--- src/rtl/colorClampPkg.sv ---
package colorClampPkg;

  typedef struct packed {
    logic       cdsEn;
    logic       clampEn;
    logic       clampAnd;
    logic [1:0] selCode;
    logic       autoCycle;
    logic       lineMode;
  } cfg_t;

  localparam int CFG_W = $bits(cfg_t);
  localparam logic [1:0] SEL_RESERVED = 2'b11;

  typedef struct packed {
    logic seqClear;
    logic stepAdv;
    logic rsLvl;
    logic vsLvl;
  } strobe_t;

endpackage

--- src/rtl/colorCtrl.sv ---
module colorCtrl
  import colorClampPkg::*;
#(
  parameter int SYNC_STAGES = 2
) (
  input  logic             clk,
  input  logic             rstN,
  input  logic             wrEn,
  input  logic [CFG_W-1:0] wrData,
  input  logic             resetStrobe,
  input  logic             videoStrobe,
  output cfg_t             cfgQ,
  output strobe_t          strb,
  output logic             cfgErr
);

  localparam int LAST = SYNC_STAGES - 1;

  logic [SYNC_STAGES-1:0] rsPipe;
  logic [SYNC_STAGES-1:0] vsPipe;
  logic                   rsPrev;
  cfg_t                   cfgIn;
  cfg_t                   cfgNext;
  logic                   badWrite;

  generate
    if (SYNC_STAGES > 1) begin : g_multi
      always_ff @(posedge clk or negedge rstN) begin
        if (!rstN) begin
          rsPipe <= '0;
          vsPipe <= '0;
        end else begin
          rsPipe <= {rsPipe[SYNC_STAGES-2:0], resetStrobe};
          vsPipe <= {vsPipe[SYNC_STAGES-2:0], videoStrobe};
        end
      end
    end else begin : g_single
      always_ff @(posedge clk or negedge rstN) begin
        if (!rstN) begin
          rsPipe <= '0;
          vsPipe <= '0;
        end else begin
          rsPipe <= resetStrobe;
          vsPipe <= videoStrobe;
        end
      end
    end
  endgenerate

  always_ff @(posedge clk or negedge rstN) begin
    if (!rstN) rsPrev <= 1'b0;
    else       rsPrev <= rsPipe[LAST];
  end

  always_comb begin
    cfgIn   = cfg_t'(wrData);
    cfgNext = cfgIn;
    if (cfgIn.selCode == SEL_RESERVED) cfgNext.selCode = cfgQ.selCode;
    badWrite = (cfgIn.selCode == SEL_RESERVED) ||
               (cfgIn.cdsEn && cfgIn.autoCycle && cfgIn.lineMode);
  end

  always_ff @(posedge clk or negedge rstN) begin
    if (!rstN) begin
      cfgQ   <= '0;
      cfgErr <= 1'b0;
    end else if (wrEn) begin
      cfgQ   <= cfgNext;
      cfgErr <= cfgErr | badWrite;
    end
  end

  always_comb begin
    strb.seqClear = wrEn;
    strb.stepAdv  = rsPipe[LAST] & ~rsPrev;
    strb.rsLvl    = rsPipe[LAST];
    strb.vsLvl    = vsPipe[LAST];
  end

endmodule

--- src/rtl/colorDatapath.sv ---
module colorDatapath
  import colorClampPkg::*;
#(
  parameter int NUM_COLORS = 3
) (
  input  logic                  clk,
  input  logic                  rstN,
  input  cfg_t                  cfgQ,
  input  strobe_t               strb,
  output logic                  autoOn,
  output logic [NUM_COLORS-1:0] colorSel,
  output logic                  clampClose
);

  localparam int IDX_W = (NUM_COLORS > 2) ? $clog2(NUM_COLORS) : 1;
  localparam logic [IDX_W-1:0] LAST_IDX = IDX_W'(NUM_COLORS - 1);

  logic [IDX_W-1:0] step;
  logic [IDX_W-1:0] colorIdx;

  assign autoOn = cfgQ.lineMode & cfgQ.autoCycle;

  always_ff @(posedge clk or negedge rstN) begin
    if (!rstN) begin
      step <= '0;
    end else if (strb.seqClear) begin
      step <= '0;
    end else if (strb.stepAdv && autoOn) begin
      step <= (step == LAST_IDX) ? '0 : step + 1'b1;
    end
  end

  assign colorIdx = autoOn ? step : IDX_W'(cfgQ.selCode);

  generate
    for (genvar g = 0; g < NUM_COLORS; g++) begin : g_dec
      assign colorSel[g] = ~cfgQ.lineMode | (colorIdx == IDX_W'(g));
    end
  endgenerate

  always_comb begin
    if (!cfgQ.clampEn)      clampClose = 1'b0;
    else if (cfgQ.clampAnd) clampClose = strb.rsLvl & strb.vsLvl;
    else                    clampClose = strb.rsLvl & ~autoOn;
  end

endmodule

--- src/rtl/colorClampCtrl.sv ---
module colorClampCtrl
  import colorClampPkg::*;
#(
  parameter int SYNC_STAGES = 2,
  parameter int NUM_COLORS  = 3
) (
  input  logic                  clk,
  input  logic                  rstN,
  input  logic                  wrEn,
  input  logic [CFG_W-1:0]      wrData,
  input  logic                  resetStrobe,
  input  logic                  videoStrobe,
  output logic [NUM_COLORS-1:0] colorSel,
  output logic                  clampClose,
  output logic                  cfgErr
);

  cfg_t    cfgQ;
  strobe_t strb;
  logic    autoOn;

  colorCtrl #(.SYNC_STAGES(SYNC_STAGES)) i_ctrl (
    .clk(clk), .rstN(rstN), .wrEn(wrEn), .wrData(wrData),
    .resetStrobe(resetStrobe), .videoStrobe(videoStrobe),
    .cfgQ(cfgQ), .strb(strb), .cfgErr(cfgErr)
  );

  colorDatapath #(.NUM_COLORS(NUM_COLORS)) i_dp (
    .clk(clk), .rstN(rstN), .cfgQ(cfgQ), .strb(strb),
    .autoOn(autoOn), .colorSel(colorSel), .clampClose(clampClose)
  );

endmodule

--- config.mk ---
export PLATFORM = sky130hd
export DESIGN_NAME = colorClampCtrl
export DESIGN_NICKNAME = d
export VERILOG_FILES = /design/src/rtl/colorClampPkg.sv /design/src/rtl/colorCtrl.sv /design/src/rtl/colorDatapath.sv /design/src/rtl/colorClampCtrl.sv
export SDC_FILE = /design/constraint.sdc
export NUM_CORES = 1
export LEC_CHECK = 0
export ABC_AREA = 1
export BUFFER_PORTS_ARGS = -buffer_cell sky130_fd_sc_hd__buf_4
export CORE_MARGIN = 4
export CORE_UTILIZATION = 45
export DETAILED_ROUTE_END_ITERATION = 7
export HOLD_SLACK_MARGIN = 0.03
export PLACE_DENSITY = 0.69
export SETUP_SLACK_MARGIN = 0.15
export SYNTH_ARGS = -nofsm -noshare
export SYNTH_HDL_FRONTEND = slang
export SYNTH_SLANG_ARGS = --single-unit
--- constraint.sdc ---
create_clock -name clk -period 1.5 [get_ports clk]
set_clock_uncertainty 0.2 [all_clocks]
set_input_delay 0.3 -clock clk [delete_from_list [all_inputs] [get_ports clk]]
set_output_delay 0.3 -clock clk [all_outputs]
set_load 0.1 [all_outputs]
# --- After elaboration in Yosys (flattened, before gate mapping) ---
# Index checks and enable logic that the tools add are counted.
totals:
  reg_bits: 14
  input_bits: 12
  output_inout_bits: 5
  elab_cells: 40
classes:
  add_sub_neg: 1
  eq_ne: 4
  mux: 6
  n_bitwise: 12
  reduce_logical: 7
op_table:
  columns: ["operator", "n"]
  rows:
  - ["$mux W2", 4]
  - ["$eq A2 B2 Y1 const B", 3]
  - ["$and A1 B1 Y1", 4]
  - ["$not A1 Y1", 4]
  - ["$or A1 B1 Y1", 4]
  - ["$logic_and A1 B1 Y1", 3]
  - ["$add A2 B1 Y2 const B", 1]
  - ["$eq A2 B1 Y1 const B", 1]
  - ["$logic_not A2 Y1", 1]
  - ["$mux W1", 2]
  - ["$reduce_and A2 Y1", 1]
  - ["$reduce_bool A2 Y1", 1]
  - ["$logic_or A1 B1 Y1", 1]

# --- Logic depth before layout (Yosys ltp) ---
# Gate-level depths: netlist (run 1).
logic_depth:
  ltp_word: 5
  ltp_mapped: 6
  mapped_depth_nobuf: 5

# --- Modules after synthesis ---
# A second synthesis (run 1) with hierarchy kept.
hier_totals:
  hier_cells: 93
  area_unflattened_um2: 725.7
modules_own_cells:
  columns: ["mod", "n_inst", "cells_per_inst", "area_per_inst_um2", "seq_area_each_um2"]
  rows:
  - ["colorCtrl", 1, 50, 503.0, 325.3]
  - ["colorDatapath", 1, 43, 222.7, 50.0]

# --- Least setup slack after synthesis (run 1) ---
# OpenSTA, ideal clock, no wires.
synth_timing:
  path_kind: "register to output"
  startpoint: "reg, netlist name i_ctrl.cfgQ[0]"
  endpoint: "out clampClose"
  t_arrival_ns: 2.669
  required_time_ns: 1.000
  setup_slack_ns: -1.669
  path_stages_with_launch: 5
  path_buffers: 1
  path_cell_list: "dfrtp_1 buf_6 nand2_2 nor2_1 nor3_1"
synth_via:
  elab_chain_cells: 5
synth_lines:
  columns: ["item", "line", "rtl"]
  rows:
  - ["$and A1 B1 Y1", "colorDatapath.sv:21", "assign autoOn = cfgQ.lineMode & cfgQ.autoCycle;"]
  - ["$not A1 Y1", "colorDatapath.sv:44", "else clampClose = strb.rsLvl & ~autoOn;"]
  - ["$and A1 B1 Y1", "colorDatapath.sv:44", null]
  - ["$mux W1", "colorDatapath.sv:43", "else if (cfgQ.clampAnd) clampClose = strb.rsLvl & strb.vsLvl;"]
  - ["$mux W1", "colorDatapath.sv:42", "if (!cfgQ.clampEn) clampClose = 1'b0;"]
  - ["to (decl)", "colorClampCtrl.sv:14", "output logic clampClose,"]
# Every way passes these cells.

# --- Worst setup path after layout (run 1) ---
layout_timing:
  startpoint: "reg, netlist name i_ctrl.cfgQ[0]"
  endpoint: "out colorSel[2]"
layout_via:
  elab_chain_cells: 4
  elab_cells_between_ends: 5
  classes_between: "eq/ne: 1; mux: 1; bitwise: 3"
layout_lines:
  columns: ["item", "line", "rtl"]
  rows:
  - ["$and A1 B1 Y1", "colorDatapath.sv:21", null]
  - ["$mux W2", "colorDatapath.sv:33", "assign colorIdx = autoOn ? step : IDX_W'(cfgQ.selCode);"]
  - ["$eq A2 B2 Y1", "colorDatapath.sv:37", "assign colorSel[g] = ~cfgQ.lineMode | (colorIdx == IDX_W'(g));"]
  - ["$or A1 B1 Y1 *", "colorDatapath.sv:37", null]
  - ["to (decl)", "colorClampCtrl.sv:13", "output logic [NUM_COLORS-1:0] colorSel,"]
# Mark *: on every way between the ends. The rest lies on a longest branch, timed or not.

==> results of run 1 <==
## layer usage
layer | global-route usage (%) | vias to the layer above
li1 | - | 323
met5 | 0 | -
met3 | 3.56 | 2
met1 | 22.2 | 280
met4 | 8.77 | 0
met2 | 28.1 | 16
## repair_timing
action / CTS / global route
pin swaps: 5 / 9
resized for setup: 21 / 11
hold buffers: 7 / 0
hold endpoints to repair: 20 / 0
buffers inserted: 3 / 2
endpoints found under the setup margin: 5 / 7
## worst max-delay path, cell delays in order, from the launching register on
cell and delay (ps):
dfrtp_2 470, nand2_4 130, nand2_2 60, nand2_2 110
nand2_2 60, nand2_2 80, buf_12 170
## stage by stage
stage               setup slack, ps  setup TNS [ps]  total power (µW)  std cells  area [µm²]
floorplan                      -405           -1200               598         80         669
global placement               -119            -285               669        117         852
detailed placement             -178            -468               674        117         852
CTS                            -313           -1190              1010        131        1060
global route                   -431           -1750              1090        133        1110
finish                         -360           -1330              1030        133        1110
## layout make-up
cell class | instances | area share (%)
flip-flops and latches | 14 | 31.8
repair buffers | 36 | 31.8
multi-input cells | 54 | 28.0
inverters | 10 | 3.37
clock buffers | 4 | 3.26
well taps | 15 | 1.69
## layout by cell type (no fill, tap or decap), types with 2 or more instances in the layout
cell type       n
buf_4          23
dfrtp_1        11
nand2_4         4
nor2_1          7
nand3_1         6
nand2_2         7
nand2_1        20
dlygate4sd3_1   7
clkbuf_4        3
nand3_2         2
inv_1           9
buf_12          5
dfrtp_2         3
a21oi_1         2
## power by group
group	switching (µW)	internal (µW)
sequential	19.5	401
clock	116	148
combinational	200	148
total	335	696
## logic make-up after synthesis
family,after synthesis,synth area share (%)
AO/OA/AOI/OAI,4,3.56
buffers and inverters,12,8.50
flip-flops,14,55.3
AND/OR/NAND/NOR,50,32.6
## sequential cells by signal, summed over array words and instances (netlist names)
| name | count |
|---|---|
| i_ctrl.cfgQ | 6 |
| i_ctrl.rsPipe | 2 |
| i_ctrl.vsPipe | 2 |
| i_dp.step | 2 |
| i_ctrl.cfgErr | 1 |
| i_ctrl.rsPrev | 1 |
## how the worst max path moves through the flow
stage                             end  slack (ps)  cells after the start
after floorplan           colorSel[1]        -400                      6
after global placement    colorSel[0]        -120                      6
after detailed placement  colorSel[0]        -180                      6
after CTS                 colorSel[0]        -310                      6
after global routing      colorSel[2]        -430                      6
final                     colorSel[2]        -360                      6
==> flow_summary.toml, run 1 <==
[drt]
viasPerCell = 4.67
top_layer = "met4"
wire_per_inst_um = 11.6
wl_met1_um = 671
wl_met3_um = 46
routed-via-count = 621
drt-total-wl_um = 1550
antenna_left = 0
drc = 0
drt_iter0_drc = 9
route.met2.wl_um = 816
firstDrtPassIters = 4

[global_routing]
antenna_found_initial = 0
grt_util_all_layers_pct = 17.5
grt_pass1_wl_um = 2540
grt_overflow = 0
grt_pass1_vias = 581
grt_max_degree = 15

[hold_path]
min_path_type = "input pin to flip-flop"
hp-start = "wrEn"
min_path_cells = 2
min_to = "i_ctrl.cfgQ[4]$_DFFE_PN0P_"

[clock_tree]
cts_tree = "yes"
htreeDepth = 1
ctsLongestPathBuffers = 2
numCtsBuffers = 3
cts_sinks = 14
path_clk_slew_ps = 80
root_buffer = "clkbuf_4"
clkLatencyLatePin_ps = 270

[timing]
min_period_ps = 1860
post-route-period-util_pct = 124
finalMaxSlewViolations = 0
setup_slack_ps = -360
maxSlewHeadroom_pct = 86.7
setup_violations = 4
worst_slew_pin_slew_ps = 199
timing.fmax_ghz = 0.538
finalHoldViolations = 0
rsz0062_at_grt = "true"
timing.hold.ws_ps = 74.0

[layout]
drive_gt1_share_pct = 44.9
post-route-util_pct = 84.4
nets = 131
layout.area.seq_um2 = 354
antenna_cells = 0
nFillCells = 67
area_growth_pct = 75.7
multi_input_area_um2 = 312

[setup_path]
cp-start-kind = "flip-flop"
crit_fanout = 7
arrival_ps = 1360
r2r-end = "i_dp.step[1]$_DFFE_PN0P_"
reg2reg_slack_ps = 10
path_class = "flip-flop to primary output"
r2r-start = "i_ctrl.cfgQ[0]$_DFFE_PN0P_"
cp-end-kind = "primary output"
required_ps = 1000
worstRegToRegCells = 8
critPathLaunch = "i_ctrl.cfgQ[0]$_DFFE_PN0P_"

[die]
die_area_mm2 = 0.00207
fp-row-count = 13
die_x_um = 45.5
start_util_pct = 48.1
io_pins = 17
core_mm2 = 0.00132
die_h_um = 45.5

[synthesis]
synth.most_common_cell = "nand2_1"
synth_top_area_share_pct = 55.3
ys_seq_area_share_pct = 55.3
ys_types = 15
synth_commonest_cells = "31 x nand2_1, 14 x dfrtp_1, 9 x inv_1"
syn_inst = 80
ys_warn_count = 0
yosys.area.top_type = "dfrtp_1"
ys_ff_latch = 14
synthArstFlopShare_pct = 100
synth.avg_cell_area_um2 = 7.91
synth_flop_cell = "dfrtp_1"
syn_nets = 92
synthTopCellsByArea = "dfrtp_1 55%, nand2_1 18%, nand3_1 6.3%"
synth_edf_count = 0
synthesis.area_um2 = 633

[power_and_ir_drop]
power.leakage_uw = 0.000579
peakVddDrop_uv = 606
p_per_area_mw_per_mm2 = 927

[placement]
dp_hpwl_um = 968
place.port_buffers = 16
gp_congestion = 0.754

[run]
maxCapViolations = 0

[run_status]
outcome = "complete, but fails checks"
violations = "negative setup slack"
Note: power is estimated with default switching activity, not from simulation.
==> run 2: changes to the inputs <==
--- a/config.mk
+++ b/config.mk
@@ -9,6 +9,7 @@
 export BUFFER_PORTS_ARGS = -buffer_cell sky130_fd_sc_hd__buf_4
 export CORE_MARGIN = 4
 export CORE_UTILIZATION = 45
+export CTS_BUF_LIST = sky130_fd_sc_hd__clkbuf_8
 export DETAILED_ROUTE_END_ITERATION = 7
 export HOLD_SLACK_MARGIN = 0.03
 export PLACE_DENSITY = 0.69
==> run 2 against run 1 <==
Effect of this change: the run still ends with negative setup slack left; first-iteration DRC count is 11% lower; routed wire length is 4.2% higher; clock power up 37%; power up 9.0%; die area is the same; utilization decreased by 1.6 points; design area is 1.9% lower; critical path depth unchanged; global-route usage is 0.38 points higher; flip-flop and latch count is the same.
==> flow_summary.toml, run 2 (synthesized netlist as in run 1, its figures left out) <==
[run_status]
outcome = "complete, but fails checks"
violations = "negative setup slack"

[setup_path]
crit_path_frequent_cell = "nand2_2"
arrival_ps = 1330
reg2reg_slack_ps = 10
slowest_stage = "dfrtp_2"
worstRegToRegCells = 8
cp-end-kind = "primary output"
max_stage_delay_ps = 460
critPathLaunch = "i_ctrl.cfgQ[0]$_DFFE_PN0P_"
cp-start-kind = "flip-flop"
r2r-end = "i_dp.step[1]$_DFFE_PN0P_"
crit_family = "flip-flops"
path_class = "flip-flop to primary output"
required_ps = 1000
path_cells = "nand2_4, nand2_2, nand2_2, nand2_2, nand2_2, buf_12"
r2r-start = "i_ctrl.cfgQ[0]$_DFFE_PN0P_"
crit_fanout = 7
crit_buf_inv = 1

[hold_path]
min_path_type = "input pin to flip-flop"
min_path_cells = 3
min_to = "i_ctrl.cfgQ[5]$_DFFE_PN0P_"
hp-start = "wrData[5]"

[timing]
setup_violations = 4
finalHoldViolations = 0
timing.hold.ws_ps = 64.1
min_period_ps = 1830
setup_tns_ps = -1200
finalMaxSlewViolations = 0
rsz0062_at_grt = "true"
timing.fmax_ghz = 0.548
maxSlewHeadroom_pct = 85.7
worst_slew_pin_slew_ps = 213
setup_slack_ps = -326
post-route-period-util_pct = 122

[die]
start_util_pct = 48.1
core_mm2 = 0.00132
die_x_um = 45.5
die_area_mm2 = 0.00207
fp-row-count = 13
die_h_um = 45.5
io_pins = 17

[drt]
wire_per_inst_um = 12.5
drc = 0
drt-total-wl_um = 1610
drt_iter0_drc = 8
firstDrtPassIters = 4
antenna_left = 0
routed-via-count = 625
viasPerCell = 4.84

[layout]
top_register = "i_ctrl.cfgQ"
layout.area.seq_um2 = 354
nets = 127
nFillCells = 70
drive_gt1_share_pct = 46.5
layout_commonest_cell = "buf_4"
area_growth_pct = 72.3
final_cell_mix = "23 x buf_4, 20 x nand2_1, 11 x dfrtp_1, 9 x inv_1"
design_area_mm2 = 0.00109
multi_input_area_um2 = 312
antenna_cells = 0
fin_cells = 129
largest_reg_flops = 6

[placement]
dp_hpwl_um = 968
dpl_cell_area_um2 = 852
dp.cells = 117
gp_congestion = 0.754
post-place-ws_ps = -178
place.port_buffers = 16

[global_routing]
use_met1_pct = 22.6
grt_util_all_layers_pct = 17.9
met2_usage_pct = 28.1
gr-usage-met3_pct = 2.77
grt_pass1_wl_um = 2560
grt_pass1_vias = 603
antenna_found_initial = 0
grt_max_degree = 15
grt_overflow = 0
top_usage_layer = "met2"

[power_and_ir_drop]
p_int_uw = 775
p_seq_share_pct = 37.6
p_per_area_mw_per_mm2 = 1030
power.leakage_uw = 0.000570
p_sw_uw = 348
switching_share_pct = 31.0
combPwrFrac_pct = 30.3
peakVddDrop_uv = 739
p_clk_share_pct = 32.1

[clock_tree]
cts_sinks = 14
clkLatencyLatePin_ps = 240
cts_tree = "yes"
numCtsBuffers = 3
ctsLongestPathBuffers = 2
root_buffer = "clkbuf_8"
path_clk_slew_ps = 60
htreeDepth = 1

[run]
maxCapViolations = 0
-- run 2: worst max path at each step --
stage	endpoint	slack [ps]	cells after the start
after floorplan	colorSel[1]	-400	6
final	colorSel[2]	-330	6
after global routing	colorSel[2]	-380	6
after global placement	colorSel[0]	-120	6
after CTS	colorSel[0]	-270	6
after detailed placement	colorSel[0]	-180	6
-- run 2: metal layers --
layer | wire [µm] | up-vias
li1 | - | 312
met5 | 0 | -
met4 | 37 | 0
met3 | 64 | 5
met2 | 877 | 18
met1 | 632 | 290
-- run 2: what timing repair did --
action,in CTS,in global routing
cloned,0,0
buffers inserted,3,2
endpoints found under the setup margin,5,7
endpoints found under the hold margin,16,0
pin swaps,5,9
hold buffers,3,0
resized for setup,19,13
-- run 2: final cells by class --
| cell class | instances | area share [%] |
|---|---|---|
| sequential | 14 | 32.5 |
| multi-input combinational | 54 | 28.6 |
| clock buffer | 4 | 5.05 |
| inverter | 10 | 3.44 |
| tap | 15 | 1.72 |
| timing repair buffer | 32 | 28.8 |
-- run 2: power groups by stage --
stage / Clock (µW) / Sequential (µW) / Combinational (µW)
after global placement: 0 / 425 / 244
after CTS: 368 / 422 / 308
final: 361 / 422 / 340
after floorplan: 0 / 420 / 178
after global routing: 384 / 426 / 363
after detailed placement: 0 / 427 / 246
-- run 2: worst min-delay path, delay by kind of cell --
kind	cells	cell delay (ps)
and+or+nand+nor	2	100
buffers and inverters	1	70
-- run 2: stage by stage --
stage,util [%],total power (µW)
detailed placement,64.7,674
CTS,78.0,1100
global route,82.8,1170
global placement,64.7,669
finish,82.8,1120
floorplan,-,598
